===== config.mk =====
export PLATFORM = sky130hd
export DESIGN_NAME = ppi_ctrl_regs
export DESIGN_NICKNAME = d
export VERILOG_FILES = /design/src/rtl/ppi_pkg.sv /design/src/rtl/ppi_sync.sv /design/src/rtl/ppi_cfg_regs.sv /design/src/rtl/ppi_rd_mux.sv /design/src/rtl/ppi_ctrl_regs.sv
export SDC_FILE = /design/constraint.sdc
export NUM_CORES = 1
export LEC_CHECK = 0
export ABC_AREA = 1
export BUFFER_PORTS_ARGS = -buffer_cell sky130_fd_sc_hd__buf_2
export CORE_UTILIZATION = 35
export DETAILED_ROUTE_END_ITERATION = 16
export PLACE_DENSITY = 0.64
export SLEW_MARGIN = 20
export SYNTH_ARGS = -nofsm -noshare
export SYNTH_HDL_FRONTEND = slang
export SYNTH_SLANG_ARGS = --single-unit
export TNS_END_PERCENT = 10

===== constraint.sdc =====
create_clock -name clk -period 1.2 [get_ports clk]
set_input_delay 0.06 -clock clk [delete_from_list [all_inputs] [get_ports clk]]
set_output_delay 0.06 -clock clk [all_outputs]
set_load 0.1 [all_outputs]

===== src/rtl/ppi_pkg.sv =====
package ppi_pkg;
  localparam int unsigned DATA_W = 8;
  localparam int unsigned HALF_W = DATA_W / 2;
  localparam int unsigned SEL_W  = $clog2(DATA_W);

  localparam logic [1:0] ADR_PA   = 2'd0;
  localparam logic [1:0] ADR_PB   = 2'd1;
  localparam logic [1:0] ADR_PC   = 2'd2;
  localparam logic [1:0] ADR_CTRL = 2'd3;

  typedef enum logic [1:0] {
    GA_BASIC   = 2'd0,
    GA_STROBED = 2'd1,
    GA_BIDIR   = 2'd2
  } ga_mode_e;

  typedef struct packed {
    ga_mode_e mode_a;
    logic     a_in;
    logic     cu_in;
    logic     mode_b;
    logic     b_in;
    logic     cl_in;
  } cfg_t;

  localparam cfg_t CFG_RESET = '{mode_a: GA_BASIC, a_in: 1'b1, cu_in: 1'b1,
                                 mode_b: 1'b0, b_in: 1'b1, cl_in: 1'b1};
endpackage


===== src/rtl/ppi_sync.sv =====
module ppi_sync #(
  parameter int unsigned W       = 1,
  parameter int unsigned STAGES  = 2,
  parameter logic        RST_VAL = 1'b1
) (
  input  logic         clk,
  input  logic         rst_n,
  input  logic [W-1:0] d,
  output logic [W-1:0] q
);
  logic [STAGES-1:0][W-1:0] stg;

  for (genvar g = 0; g < STAGES; g++) begin : g_stage
    if (g == 0) begin : g_first
      always_ff @(posedge clk or negedge rst_n) begin
        if (!rst_n) stg[g] <= {W{RST_VAL}};
        else        stg[g] <= d;
      end
    end else begin : g_next
      always_ff @(posedge clk or negedge rst_n) begin
        if (!rst_n) stg[g] <= {W{RST_VAL}};
        else        stg[g] <= stg[g-1];
      end
    end
  end

  assign q = stg[STAGES-1];
endmodule


===== src/rtl/ppi_cfg_regs.sv =====
module ppi_cfg_regs
  import ppi_pkg::*;
(
  input  logic              clk,
  input  logic              rst_n,
  input  logic              commit,
  input  logic [1:0]        addr,
  input  logic [DATA_W-1:0] din,
  output cfg_t              cfg,
  output logic [DATA_W-1:0] pa_q,
  output logic [DATA_W-1:0] pb_q,
  output logic [DATA_W-1:0] pc_q,
  output logic              reload
);
  cfg_t              cfg_n;
  logic [DATA_W-1:0] pa_n, pb_n, pc_n;
  logic              reload_n;

  always_comb begin
    cfg_n    = cfg;
    pa_n     = pa_q;
    pb_n     = pb_q;
    pc_n     = pc_q;
    reload_n = 1'b0;
    if (commit) begin
      unique case (addr)
        ADR_PA: pa_n = din;
        ADR_PB: pb_n = din;
        ADR_PC: begin
          pc_n[HALF_W-1:0] = din[HALF_W-1:0];
          if (cfg.mode_a == GA_BASIC) pc_n[DATA_W-1:HALF_W] = din[DATA_W-1:HALF_W];
        end
        default: begin
          if (din[7]) begin
            cfg_n.mode_a = din[6] ? GA_BIDIR : (din[5] ? GA_STROBED : GA_BASIC);
            cfg_n.a_in   = din[4];
            cfg_n.cu_in  = din[3];
            cfg_n.mode_b = din[2];
            cfg_n.b_in   = din[1];
            cfg_n.cl_in  = din[0];
            pa_n         = '0;
            pb_n         = '0;
            pc_n         = '0;
            reload_n     = 1'b1;
          end else begin
            pc_n[din[SEL_W:1]] = din[0];
          end
        end
      endcase
    end
  end

  always_ff @(posedge clk or negedge rst_n) begin
    if (!rst_n) begin
      cfg  <= CFG_RESET;
      pa_q <= '0;
      pb_q <= '0;
      pc_q <= '0;
    end else if (commit) begin
      cfg  <= cfg_n;
      pa_q <= pa_n;
      pb_q <= pb_n;
      pc_q <= pc_n;
    end
  end

  always_ff @(posedge clk or negedge rst_n) begin
    if (!rst_n) reload <= 1'b0;
    else        reload <= reload_n;
  end
endmodule


===== src/rtl/ppi_rd_mux.sv =====
module ppi_rd_mux
  import ppi_pkg::*;
(
  input  cfg_t              cfg,
  input  logic [1:0]        addr,
  input  logic [DATA_W-1:0] pa_pin,
  input  logic [DATA_W-1:0] pb_pin,
  input  logic [DATA_W-1:0] pc_pin,
  input  logic [DATA_W-1:0] pa_q,
  input  logic [DATA_W-1:0] pb_q,
  input  logic [DATA_W-1:0] pc_q,
  output logic [DATA_W-1:0] rd_data
);
  logic [DATA_W-1:0] pc_view;

  always_comb begin
    pc_view[DATA_W-1:HALF_W] = cfg.cu_in ? pc_pin[DATA_W-1:HALF_W] : pc_q[DATA_W-1:HALF_W];
    pc_view[HALF_W-1:0]      = cfg.cl_in ? pc_pin[HALF_W-1:0] : pc_q[HALF_W-1:0];
    unique case (addr)
      ADR_PA:  rd_data = (cfg.a_in || cfg.mode_a == GA_BIDIR) ? pa_pin : pa_q;
      ADR_PB:  rd_data = cfg.b_in ? pb_pin : pb_q;
      ADR_PC:  rd_data = pc_view;
      default: rd_data = '0;
    endcase
  end
endmodule


===== src/rtl/ppi_ctrl_regs.sv =====
module ppi_ctrl_regs
  import ppi_pkg::*;
#(
  parameter int unsigned SYNC_STAGES = 2
) (
  input  logic       clk,
  input  logic       rst_n,
  input  logic       cs_n,
  input  logic       rd_n,
  input  logic       wr_n,
  input  logic [1:0] addr,
  input  logic [7:0] din,
  output logic [7:0] dout,
  output logic       dout_oe,
  input  logic [7:0] pa_pin,
  input  logic [7:0] pb_pin,
  input  logic [7:0] pc_pin,
  output logic [7:0] pa_q,
  output logic [7:0] pb_q,
  output logic [7:0] pc_q,
  output logic       pa_is_in,
  output logic       pb_is_in,
  output logic       pcu_is_in,
  output logic       pcl_is_in,
  output logic [1:0] grp_a_mode,
  output logic       grp_b_mode,
  output logic       cfg_reload
);
  logic       rst_q_n;
  logic [2:0] strb_s;
  logic       cs_s, rd_s, wr_s;
  logic       wr_d, armed, armed_n, commit;
  cfg_t       cfg;
  logic [7:0] rd_data;

  ppi_sync #(.W(1), .STAGES(SYNC_STAGES), .RST_VAL(1'b0)) u_rst_sync (
    .clk(clk), .rst_n(rst_n), .d(1'b1), .q(rst_q_n)
  );

  ppi_sync #(.W(3), .STAGES(SYNC_STAGES), .RST_VAL(1'b1)) u_strb_sync (
    .clk(clk), .rst_n(rst_q_n), .d({cs_n, rd_n, wr_n}), .q(strb_s)
  );
  assign {cs_s, rd_s, wr_s} = strb_s;

  // write trailing-edge detection, qualified by a select seen while low
  assign commit = wr_s && !wr_d && armed;

  always_comb begin
    armed_n = armed;
    if (commit)               armed_n = 1'b0;
    else if (!wr_s && !cs_s)  armed_n = 1'b1;
    else if (wr_s)            armed_n = 1'b0;
  end

  always_ff @(posedge clk or negedge rst_q_n) begin
    if (!rst_q_n) begin
      wr_d  <= 1'b1;
      armed <= 1'b0;
    end else begin
      wr_d  <= wr_s;
      armed <= armed_n;
    end
  end

  ppi_cfg_regs u_cfg (
    .clk(clk), .rst_n(rst_q_n), .commit(commit), .addr(addr), .din(din),
    .cfg(cfg), .pa_q(pa_q), .pb_q(pb_q), .pc_q(pc_q), .reload(cfg_reload)
  );

  ppi_rd_mux u_rd (
    .cfg(cfg), .addr(addr), .pa_pin(pa_pin), .pb_pin(pb_pin), .pc_pin(pc_pin),
    .pa_q(pa_q), .pb_q(pb_q), .pc_q(pc_q), .rd_data(rd_data)
  );

  assign dout_oe    = !cs_s && !rd_s && (addr != ADR_CTRL);
  assign dout       = dout_oe ? rd_data : '0;
  assign pa_is_in   = cfg.a_in;
  assign pb_is_in   = cfg.b_in;
  assign pcu_is_in  = cfg.cu_in;
  assign pcl_is_in  = cfg.cl_in;
  assign grp_a_mode = cfg.mode_a;
  assign grp_b_mode = cfg.mode_b;
endmodule


Yosys cells after proc, flatten, opt, wreduce, memory -nomap -nowiden
Index checks and enable logic that the tools add are counted.
- output and inout bits: 41
- bits in registers: 42
- word-level logic and storage cells: 76
- input port bits: 39
- eq/ne operators: 5
- muxes and demuxes: 23
- magnitude comparators: 2
- bitwise operators: 4
- reductions and logical operators: 25
- operators by type and width (operator ; count):
    8-bit one-hot mux with 2 select lines ; 3
    8-bit two-way mux ; 5
    8-bit one-hot mux with 3 select lines ; 1
    4-bit two-way mux ; 3
    3-bit AND reduction ; 4
    8-bit bitwise mux ; 1
    1-bit two-way mux ; 8
    1-bit logical AND ; 6
    2-bit OR reduction ; 3
    2-bit == test, second input constant ; 2
    1-bit zero test ; 4
    2-bit zero test ; 2
    3-bit by 4-bit < comparator with 1-bit output, second input constant ; 1
    1-bit inverter ; 4
    2-bit nonzero test ; 2
    1-bit demux with 3-bit select ; 1
    3-bit by 1-bit greater-or-equal comparator with 1-bit output, second input constant ; 1
    3-bit nonzero test ; 1
    3-bit OR reduction ; 1
    2-bit by 1-bit == test with 1-bit output, second input constant ; 1
    2-bit two-way mux ; 1
    2-bit by 1-bit != test with 1-bit output, second input constant ; 1
    2-bit != test, second input constant ; 1
    2-bit AND reduction ; 1
    1-bit logical OR ; 1

Logic depth before layout (Yosys ltp)
Gate-level depths: netlist (run 1).
- depth after elaboration: 7
- depth in mapped cells: 9
- depth with buffers taken out: 8

By module
A second synthesis (run 1) with hierarchy kept.
- cells, all modules: 395
- area total of the unflattened synthesis: 2701.3 um^2
- modules (own cells, without submodules) (module ; times used ; cells an instance ; sequential area each (um^2) ; area each (um^2)):
    ppi_cfg_regs ; 1 ; 210 ; 805.8 ; 1704.1
    ppi_rd_mux ; 1 ; 147 ; 0.0 ; 618.1
    ppi_sync (u_strb_sync) ; 1 ; 9 ; 157.7 ; 180.2
    ppi_ctrl_regs ; 1 ; 27 ; 51.3 ; 148.9
    ppi_sync (u_rst_sync) ; 1 ; 2 ; 50.0 ; 50.0

Least setup slack after synthesis (run 1)
No wires, ideal clock.
- path kind: reg-to-output
- from: reg u_strb_sync.stg, in the netlist u_strb_sync.q[2]
- to: out dout[0]
- setup slack: -3.429 ns
- buffers on the path: 0
- data arrival time: 4.569 ns
- stages on the path, launching flop included: 4
- required time: 1.140 ns
- path through: dfstp_2 > nor3_1 > inv_1 > a21oi_1
- cells in the longest elaborated chain, start to end: 4
- ends and longest elaborated chain (what ; RTL line ; RTL):
    start, declared ; ppi_sync.sv:11 ; logic [STAGES-1:0][W-1:0] stg;
    start signal, assigned by index ; ppi_sync.sv:21 ; if (!rst_n) stg[g] <= {W{RST_VAL}};
    start signal, assigned by index ; ppi_sync.sv:22 ; else stg[g] <= stg[g-1];
    1-bit zero test ; ppi_ctrl_regs.sv:75 ; assign dout_oe = !cs_s && !rd_s && (addr != ADR_CTRL);
    1-bit logical AND (2 in series) ; ppi_ctrl_regs.sv:75 ;
    via dout_oe ; ppi_ctrl_regs.sv:14 ; output logic dout_oe,
    8-bit two-way mux ; ppi_ctrl_regs.sv:76 ; assign dout = dout_oe ? rd_data : '0;
    end, declared ; ppi_ctrl_regs.sv:13 ; output logic [7:0] dout,
The timed path passes the listed nets, and every way through them passes these cells.

Worst setup path after layout (run 1)
- from: reg u_cfg.cfg[4] (netlist name)
- to: out dout[6]
- cells in the longest elaborated chain, start to end: 4
- ends and longest elaborated chain (what ; RTL line ; RTL):
    1-bit logical OR ; ppi_rd_mux.sv:20 ; ADR_PA: rd_data = (cfg.a_in || cfg.mode_a == GA_BIDIR) ? pa_pin : pa_q;
    8-bit two-way mux ; ppi_rd_mux.sv:20 ;
    8-bit one-hot mux with 3 select lines ; ppi_rd_mux.sv:19 ; unique case (addr)
    8-bit two-way mux ; ppi_ctrl_regs.sv:76 ;
Every way passes these cells.

==> metrics.txt, run 1 <==
CP Max Fanout 6; Max transition margin 0.632; All-Layer GR Usage 0.200; Sink Count 42; fillers 654; Worst-Margin Slew 0.549 ns; Port Buf Inserts 79; Die Y 89.4 microns; reg2reg setup slack -0.21 ns; commonest non-fill, non-tap cell in the layout nand2_1; chip width 89.4 microns; Antenna Nets Post-Route 0; failing checks setup timing; drt initial violations 132; critical path class flip-flop to output pin; vias in the first global route 2,493; total core area 7330 sq um; CTS tree yes; r2r worst-path depth 6; Hold Crit Start din[4]; share of layout cells above drive strength 1 0.440; FMAX 592 MHz; Die Footprint 8000 sq um; PD cells 1350 nW/um^2; deepest clock path buffer count 2; clk root buf clkbuf_8; Worst R2R End u_cfg.pb_q[3]; Critical Path Max Stage Delay 0.56 ns; std cell rows 31; Reg clk slew, reported paths 0.08 ns; Yosys reg bits 42; Final GP Congestion 0.906; final count of hold timing violations 0; Final Instance Area 4300 sq um; Leak Pwr 0.00215 uW; max-slew violation count 0; worst r2r src u_strb_sync.q[0]; final WL 7.49 mm; Setup WS post-layout -0.488 ns; Initial Util 0.365; mean number of vias per cell 4.53; final net count 529; CP delay by family, top flip-flops; largest net degree at the start of global routing 26; register area share after synthesis 0.398; GR Overflow Total 0; Worst Path Buf+Inv 3; Hold Path Class input pin to flip-flop; post-synthesis net count 405; H-tree depth 2; CTS Buf Count 5; number of max-cap violations 0; post-placement cell area 4020 sq um; yosys warns 0; WHS Path Cells 3; initial antenna violation count 0; insertion delay to the later sink of the worst-skew pair 0.30 ns; Final min period 1.69 ns; final worst path period share 1.41; drt pass-1 iters 4; global-route wire length before repair 11.8 mm; Post-Route Setup TNS -6.06 ns; most frequent cells in the layout nand2_1 (114), inv_1 (62), buf_2 (42); Sequential Area 1060 sq um; footprint of the multi-input gates 1440 sq um; hold-critical path endpoint u_cfg.cfg[4]; area of the mapped netlist 2680 sq um; Mapped Cells 361; DRC 0; post-synthesis cell type count 29; VDD IR max 0.776 mV; kind of end point of the critical path output pin; crit path cell chain clkinv_4, buf_6, nand3b_1, nand3_2, a21oi_4, buf_12; Avg WL per Cell 12.8 microns; Diodes inserted 0; routed via count 2,652; area grow syn2layout 60.6%; CP max-delay cell dfstp_2; Worst setup SP type flip-flop; Worst Skew 0.00872 ns; critical path arrival 1.63 ns; RSZ-0062 raised after global routing true; status finished, violations left; hpwl dp 5.84 mm; Req. time, crit path 1.14 ns; I/O pin count 80; syn avg cell area 7.41 sq um; Final setup viols 37
[cell families after synthesis]
logic type / Yosys count / synth area share
other cells: 1 / 0.00140
compound gates: 44 / 0.112
flops: 42 / 0.398
simple gates: 188 / 0.331
fa+ha+maj: 5 / 0.0234
buf+inv: 81 / 0.134
[through the flow]
stage / hold WS (ns) / total power [uW] / setup WS (ns) / cells / utilization
2_1_floorplan: -0.236 / 3640 / -1.29 / 361 / -
3_5_place_dp: -0.153 / 4760 / -0.297 / 573 / 0.549
4_1_cts: 0.0224 / 5790 / -0.501 / 585 / 0.575
5_1_grt: 0.0176 / 6090 / -0.547 / 585 / 0.586
6_report: 0.0204 / 5820 / -0.488 / 585 / 0.586
3_3_place_gp: -0.154 / 4740 / -0.234 / 573 / 0.549
[flip-flops by register name, indices dropped and copies added (netlist names)]
| signal | cells |
|---|---|
| u_cfg.pb_q | 8 |
| u_cfg.cfg | 7 |
| u_cfg.pa_q | 8 |
| u_strb_sync.stg | 3 |
| u_rst_sync.q | 1 |
| armed | 1 |
| wr_d | 1 |
| u_strb_sync.q | 3 |
| u_cfg.reload | 1 |
| u_rst_sync.stg | 1 |
| u_cfg.pc_q | 8 |
[cell usage after synthesis]
master / number / area, sq um
nor2_8: 2 / 40.0
buf_6: 5 / 56.3
buf_2: 7 / 35.0
dfrtp_1: 31 / 776
nand2_1: 120 / 450
nand2_2: 6 / 37.5
nand3_4: 1 / 17.5
o21ai_2: 16 / 140
nor2_2: 1 / 6.26
clkinv_1: 1 / 3.75
a21oi_2: 1 / 8.76
o21ai_0: 10 / 50.1
nor2_1: 6 / 22.5
nor3_1: 2 / 10.0
ha_1: 5 / 62.6
nand3_1: 36 / 180
inv_4: 1 / 6.26
nand3b_1: 8 / 60.1
o21ai_1: 5 / 25.0
nand2_4: 2 / 22.5
conb_1: 1 / 3.75
a21oi_1: 11 / 55.1
o211ai_4: 1 / 21.3
nor2_4: 3 / 33.8
clkinv_2: 1 / 5.00
dfstp_2: 11 / 289
buf_4: 1 / 7.51
nand4_1: 1 / 6.26
inv_1: 65 / 244
[worst max path at each step]
stage                          start       endpoint  slack (ns)  depth (start not counted)
CTS                     u_cfg.cfg[4]        dout[0]       -0.50                          6
global placement        u_cfg.cfg[4]        dout[0]       -0.23                          6
detailed placement           addr[0]  u_cfg.pb_q[3]       -0.30                          8
global route            u_cfg.cfg[4]        dout[6]       -0.55                          6
floorplan           u_strb_sync.q[1]        dout[0]       -1.29                          3
finish                  u_cfg.cfg[4]        dout[6]       -0.49                          6
[repair_timing]
action	CTS	global route
endpoints found under the hold margin	5	0
setup endpoints to repair	42	49
setup buffers	0	0
pin swaps	8	17
hold buffers	4	0
gates resized for setup	19	31
[area by class of cell]
type,instances,share of cell area
tap,99,0.0288
clock buffer,5,0.0160
sequential,42,0.248
multi-input combinational,238,0.336
timing repair buffer,130,0.304
clock inverter,3,0.00495
inverter,68,0.0629
[tightest hold or removal path: stages]
cell,delay (ns)
buf_2,0.14
nand2_2,0.07
o21ai_2,0.04
[routing by layer]
metal,global-route usage,up-vias,share of wire
met4,0.0577,0,0.015
met1,0.254,1208,0.43
li1,-,1356,-
met3,0.0332,11,0.057
met5,0,-,0
met2,0.349,77,0.50
[report_power, final]
| part | switching [uW] | internal [uW] |
|---|---|---|
| sequential | 117 | 1610 |
| combinational | 2050 | 1100 |
| clock | 532 | 409 |
No activity file was read; power rests on OpenSTA's default activity.
==> run 2: changes to the inputs <==
--- a/config.mk
+++ b/config.mk
@@ -7,9 +7,11 @@
 export LEC_CHECK = 0
 export ABC_AREA = 1
 export BUFFER_PORTS_ARGS = -buffer_cell sky130_fd_sc_hd__buf_2
-export CORE_UTILIZATION = 35
+export CELL_PAD_IN_SITES_DETAIL_PLACEMENT = 1
+export CELL_PAD_IN_SITES_GLOBAL_PLACEMENT = 1
+export CORE_UTILIZATION = 33
 export DETAILED_ROUTE_END_ITERATION = 16
-export PLACE_DENSITY = 0.64
+export PLACE_DENSITY = 0.8
 export SLEW_MARGIN = 20
 export SYNTH_ARGS = -nofsm -noshare
 export SYNTH_HDL_FRONTEND = slang
==> run 2 against run 1 <==
The flow still finishes with violations (setup timing). Core utilization shrank 2.7 points. Clock skew shrank 0.0032 ns. Clock power up 5.4%. Cell area is 1.0% higher. Non-clock buffer count grew 6. Worst setup slack got worse by 0.15 ns.
==> metrics.txt, run 2 (synthesis results as in run 1) <==
commonest non-fill, non-tap cell in the layout nand2_1; routed via count 2,876 (+8.4%); total core area 7770 sq um (+6.0%); drt pass-1 iters 4 (unchanged); most frequent CP cell nand2_1; Critical Path Max Stage Delay 0.57 ns (about the same); hpwl dp 7.45 mm (+27%); DRC 0 (unchanged); VDD IR max 1.00 mV (+29%); Worst Skew 0.00548 ns (-0.00324 ns); vias in the first global route 3,178 (+27%); share of layout cells above drive strength 1 0.433 (-0.00740); Port Buf Inserts 79 (unchanged); area grow syn2layout 62.3%; Largest regs u_cfg.pa_q: 8 flops, u_cfg.pb_q: 8 flops, u_cfg.pc_q: 8 flops; most frequent cells in the layout nand2_1 (112), inv_1 (61), buf_4 (47); Req. time, crit path 1.14 ns (about the same); Final Util 0.559 (-0.0273); GR Overflow Total 0 (unchanged); Leak Pwr 0.00219 uW (+1.8%); Avg WL per Cell 16.3 microns (+28%); deepest clock path buffer count 2 (unchanged); Hold Path Class input pin to flip-flop; critical path class flip-flop to output pin; Final GP Congestion 0.869 (-4.1%); status finished, violations left; max-slew violation count 0 (unchanged); I/O pin count 80 (unchanged); mean number of vias per cell 4.84 (+6.8%); kind of end point of the critical path output pin; final cell count without fillers 594 (+1.5%); std cell rows 32 (+3.2%); initial antenna violation count 0 (unchanged); Worst setup SP type flip-flop; Sink Count 42 (unchanged); Reg clk slew, reported paths 0.09 ns (about the same); critical path arrival 1.78 ns (+0.15 ns); chip width 92.1 microns (+2.9%); crit path cell chain clkinvlp_4, nand2_1, nand3_2, nand2_1, inv_2, a21oi_4, buf_12; clk root buf clkbuf_8; failing checks setup timing; PD cells 1370 nW/um^2 (+1.6%); Die Footprint 8470 sq um (+5.9%); Final setup viols 44 (+19%); CP max-delay cell dfstp_2; number of max-cap violations 0 (unchanged); pre-CTS WS -0.257 ns (+0.0405 ns); CP delay by family, top flip-flops; insertion delay to the later sink of the worst-skew pair 0.30 ns (about the same); largest net degree at the start of global routing 41 (+58%); CTS tree yes; CP Max Fanout 8 (+2); final WL 9.71 mm (+30%); final count of hold timing violations 0 (unchanged); RSZ-0062 raised after global routing true; Antenna Nets Post-Route 0 (unchanged); FMAX 545 MHz (-8.0%); Initial Util 0.345 (-0.0205); Worst Path Buf+Inv 3 (unchanged); Final min period 1.84 ns (+0.147 ns); Diodes inserted 0 (unchanged); global-route wire length before repair 15.9 mm (+35%); CTS Buf Count 5 (unchanged); final worst path period share 1.53 (+0.123); drt initial violations 108 (-18%); Die Y 92.1 microns (+2.9%); # placed instances 581 (+1.4%); final net count 535 (+1.1%); Setup WS post-layout -0.635 ns (-0.147 ns); All-Layer GR Usage 0.245 (+0.0453); H-tree depth 2 (unchanged)
[run 2: stage by stage]
step           setup TNS (ns)  hold WS, ns  instance area [sq um]  total power [uW]
6_report                -7.70       0.0364                   4340              5970
5_1_grt                -10.42       0.0277                   4340              6210
4_1_cts                 -7.64       0.0193                   4290              5950
3_5_place_dp            -4.91       -0.151                   4080              4850
3_3_place_gp            -2.83       -0.154                   4080              4760
2_1_floorplan          -13.89       -0.236                   2780              3640
[run 2: repair_timing]
action,in CTS,in global routing
endpoints found under the hold margin,5,0
pin swaps,3,13
setup buffers,0,1
gates resized for setup,27,20
endpoints found under the setup margin,52,49
hold buffers,4,0
[run 2: worst paths after layout]
| path | start | endpoint | slack, ns | depth (start not counted) |
|---|---|---|---|---|
| setup / recovery | u_cfg.cfg[1] | dout[0] | -0.64 | 7 |
| max in group asynchronous | u_rst_sync.q | u_cfg.cfg[4] | 0.69 | 1 |
| setup reg to reg | u_strb_sync.q[0] | u_cfg.cfg[5] | -0.15 | 6 |
| min in group asynchronous | rst_n | u_rst_sync.stg[0] | 0.07 | 2 |
| hold reg to reg | u_rst_sync.q | armed | 0.24 | 1 |
| hold / removal | din[4] | u_cfg.cfg[4] | 0.04 | 3 |
[run 2: layout make-up]
cell class / count / area, sq um
clock buffer: 6 / 82.6
clock inverter: 2 / 12.5
fill: 942 / 3420
inverter: 68 / 268
multi-input combinational: 238 / 1410
sequential: 42 / 1060
tap: 102 / 128
timing repair buffer: 136 / 1370
[run 2: metal layers]
layer | GRT usage | wire length [microns]
met3 | 0.0415 | 420
met1 | 0.288 | 4000
met4 | 0.0977 | 278
met5 | 0 | 0
met2 | 0.440 | 5010
[run 2: worst reg2reg max path: stages (launching register included)]
cell and delay, ns:
dfstp_2 0.57, nand2_4 0.07, nor2_8 0.15, nand3_4 0.17, nor2_1 0.16, nand2_1 0.06
o21ai_1 0.09
[run 2: report_power, final]
group | total, uW | internal (uW) | leakage (uW) | switching (uW)
Clock | 993 | 463 | 0.0000472 | 530
Combinational | 3230 | 1110 | 0.00161 | 2120
Sequential | 1740 | 1610 | 0.000527 | 138
Total | 5970 | 3180 | 0.00219 | 2790
==> run 3: changes to the inputs <==
--- a/config.mk
+++ b/config.mk
@@ -7,11 +7,11 @@
 export LEC_CHECK = 0
 export ABC_AREA = 1
 export BUFFER_PORTS_ARGS = -buffer_cell sky130_fd_sc_hd__buf_2
-export CELL_PAD_IN_SITES_DETAIL_PLACEMENT = 1
-export CELL_PAD_IN_SITES_GLOBAL_PLACEMENT = 1
-export CORE_UTILIZATION = 33
+export CELL_PAD_IN_SITES_DETAIL_PLACEMENT = 0
+export CELL_PAD_IN_SITES_GLOBAL_PLACEMENT = 2
+export CORE_UTILIZATION = 25
 export DETAILED_ROUTE_END_ITERATION = 16
-export PLACE_DENSITY = 0.8
+export PLACE_DENSITY = 0.79
 export SLEW_MARGIN = 20
 export SYNTH_ARGS = -nofsm -noshare
 export SYNTH_HDL_FRONTEND = slang
==> run 3 against run 2 <==
The run still ends with setup timing left. Die area up 31%. Register-to-register slack better by 0.03 ns. Cell area up 1.0%. Routed wire length down 17%. Power rose by 0.89%. Sequential power about the same. First-iteration DRC count decreased by 13%. Combinational power shrank 2%. Critical path depth fell by 1. Via count decreased by 8.4%. Cell count grew 5.1%. Largest cell class unchanged.
==> metrics.txt, run 3 (synthesis results as in run 1) <==
Comb power frac 0.527 (-0.014); Final setup viols 38 (-14%); Avg WL per Cell 12.9 microns (-21%); global-route wire length before repair 13.2 mm (-17%); drt pass-1 iters 4 (unchanged); Final GP Congestion 0.754 (-13%); deepest clock path buffer count 2 (unchanged); kind of end point of the critical path output pin; critical path arrival 1.63 ns (-0.15 ns); Die Y 105 microns (+15%); sequential power share 0.285 (-0.007); most frequent cells in the layout nand2_1 (113), inv_1 (65), buf_4 (42); power consumption 6020 uW (+0.89%); Worst setup SP type flip-flop; H-tree depth 2 (unchanged); vias in the first global route 2,716 (-15%); clk root buf clkbuf_8; Worst R2R End u_cfg.pb_q[3]; RSZ-0062 raised after global routing true; reg2reg setup slack -0.12 ns (+0.03 ns); Hold Path Class input pin to flip-flop; Net Sw Power 2670 uW (-4.2%); Post-Route Setup TNS -5.44 ns (+2.25 ns); number of max-cap violations 0 (unchanged); I/O pin count 80 (unchanged); insertion delay to the later sink of the worst-skew pair 0.30 ns (about the same); drt initial violations 94 (-13%); FMAX 591 MHz (+8.5%); largest net degree at the start of global routing 41 (unchanged); Setup WS post-layout -0.492 ns (+0.144 ns); VDD IR max 0.711 mV (-29%); Port Buf Inserts 79 (unchanged); failing checks setup timing; share of layout cells above drive strength 1 0.424 (-0.00875); Hold Crit Start din[4]; final worst path period share 1.41 (-0.120); max-slew violation count 0 (unchanged); PD cells 1370 nW/um^2 (-0.15%); DRC 0 (unchanged); std cell rows 37 (+16%); mean number of vias per cell 4.22 (-13%); final count of hold timing violations 0 (unchanged); clock share of power 0.188 (+0.022); hold-critical path endpoint u_cfg.cfg[4]; total core area 10,400 sq um (+34%); Req. time, crit path 1.14 ns (about the same); Reg clk slew, reported paths 0.09 ns (about the same); Diodes inserted 0 (unchanged); worst r2r src u_strb_sync.q[0]; initial antenna violation count 0 (unchanged); # placed instances 611 (+5.2%); commonest non-fill, non-tap cell in the layout nand2_1; chip width 105 microns (+15%); CTS tree yes; Largest regs u_cfg.pa_q: 8 flops, u_cfg.pb_q: 8 flops, u_cfg.pc_q: 8 flops; Worst-Margin Slew 0.557 ns; Antenna Nets Post-Route 0 (unchanged); GR Overflow Total 0 (unchanged); WHS Path Cells 3 (unchanged); Sink Count 42 (unchanged); final net count 531 (-0.75%); CP Max Fanout 4 (-4); P_int 3350 uW (+5.3%); Initial Util 0.258 (-0.0865); Leak Pwr 0.00217 uW (-0.77%); Die Footprint 11,100 sq um (+31%); final cell count without fillers 624 (+5.1%); Net Sw Frac 0.444 (-0.0234); beginning of the critical path u_cfg.cfg[4]; CTS Buf Count 5 (unchanged); Worst Skew 0.00996 ns (+0.00447 ns); status finished, violations left; hpwl dp 6.41 mm (-14%); Max transition margin 0.627; r2r worst-path depth 5 (-1); critical path class flip-flop to output pin; Final min period 1.69 ns (-0.144 ns); area grow syn2layout 64.0%; routed via count 2,635 (-8.4%); final WL 8.04 mm (-17%); All-Layer GR Usage 0.153 (-0.0919)
## run 3: changes by cell type in the layout (fill, tap and decap cells not counted), moves of 2 or more
cell	previous run	this run
nand3_2	4	7
inv_1	61	65
buf_12	33	35
buf_6	8	5
clkbuf_4	4	6
buf_4	47	42
clkinv_2	2	0
nand3_1	32	29
nand2_4	5	3
inv_2	3	0
## run 3: what timing repair did
action	CTS	global route
hold buffers	4	0
setup endpoints to repair	44	51
pin swaps	9	3
setup buffers	1	0
endpoints found under the hold margin	5	0
gates resized for setup	25	12
## run 3: worst max-delay path by stage
stage,slack (ns),cells after the start,endpoint
6_report,-0.49,6,dout[5]
5_1_grt,-0.60,7,dout[4]
4_1_cts,-0.51,6,dout[1]
3_3_place_gp,-0.27,6,dout[1]
3_5_place_dp,-0.32,9,u_cfg.pb_q[3]
2_1_floorplan,-1.29,3,dout[0]
## run 3: worst max-delay path, stage by stage, from the launching register on
cell and delay, ns:
dfstp_2 0.58, clkinv_4 0.07, buf_6 0.12, nand3b_1 0.09
nand3_2 0.10, a21oi_4 0.19, buf_12 0.19
## run 3: routing by layer
metal  up-vias  global-route usage  routed length [microns]
met5         -                   0                        0
met4         0              0.0392                       92
met3         8              0.0247                      400
met2        66               0.276                     4020
met1      1203               0.188                     3530
li1       1358                   -                        -
## run 3: stage by stage
stage                     hold slack (ns)  area (sq um)  setup WS [ns]   util
after global placement             -0.155          4120         -0.274  0.398
after floorplan                    -0.236          2780          -1.29      -
final                              0.0278          4390         -0.492  0.423
after CTS                          0.0285          4360         -0.514  0.420
after detailed placement           -0.152          4120         -0.318  0.398
after global routing               0.0314          4390         -0.597  0.423
## run 3: power groups by stage
stage / Sequential [uW] / Combinational (uW) / Clock (uW)
4_1_cts: 1720 / 3180 / 1170
2_1_floorplan: 2840 / 800 / 0
5_1_grt: 1740 / 3350 / 1230
3_5_place_dp: 1730 / 3100 / 0
6_report: 1720 / 3170 / 1130
3_3_place_gp: 1720 / 3090 / 0
## run 3: layout make-up
class                   instances  area [sq um]
fillers                      1082          5980
clock inverters                 2          37.5
multi-input cells             238          1420
inverters                      68           268
repair buffers                132          1360
clock buffers                   6          72.6
flip-flops and latches         42          1060
well taps                     136           170
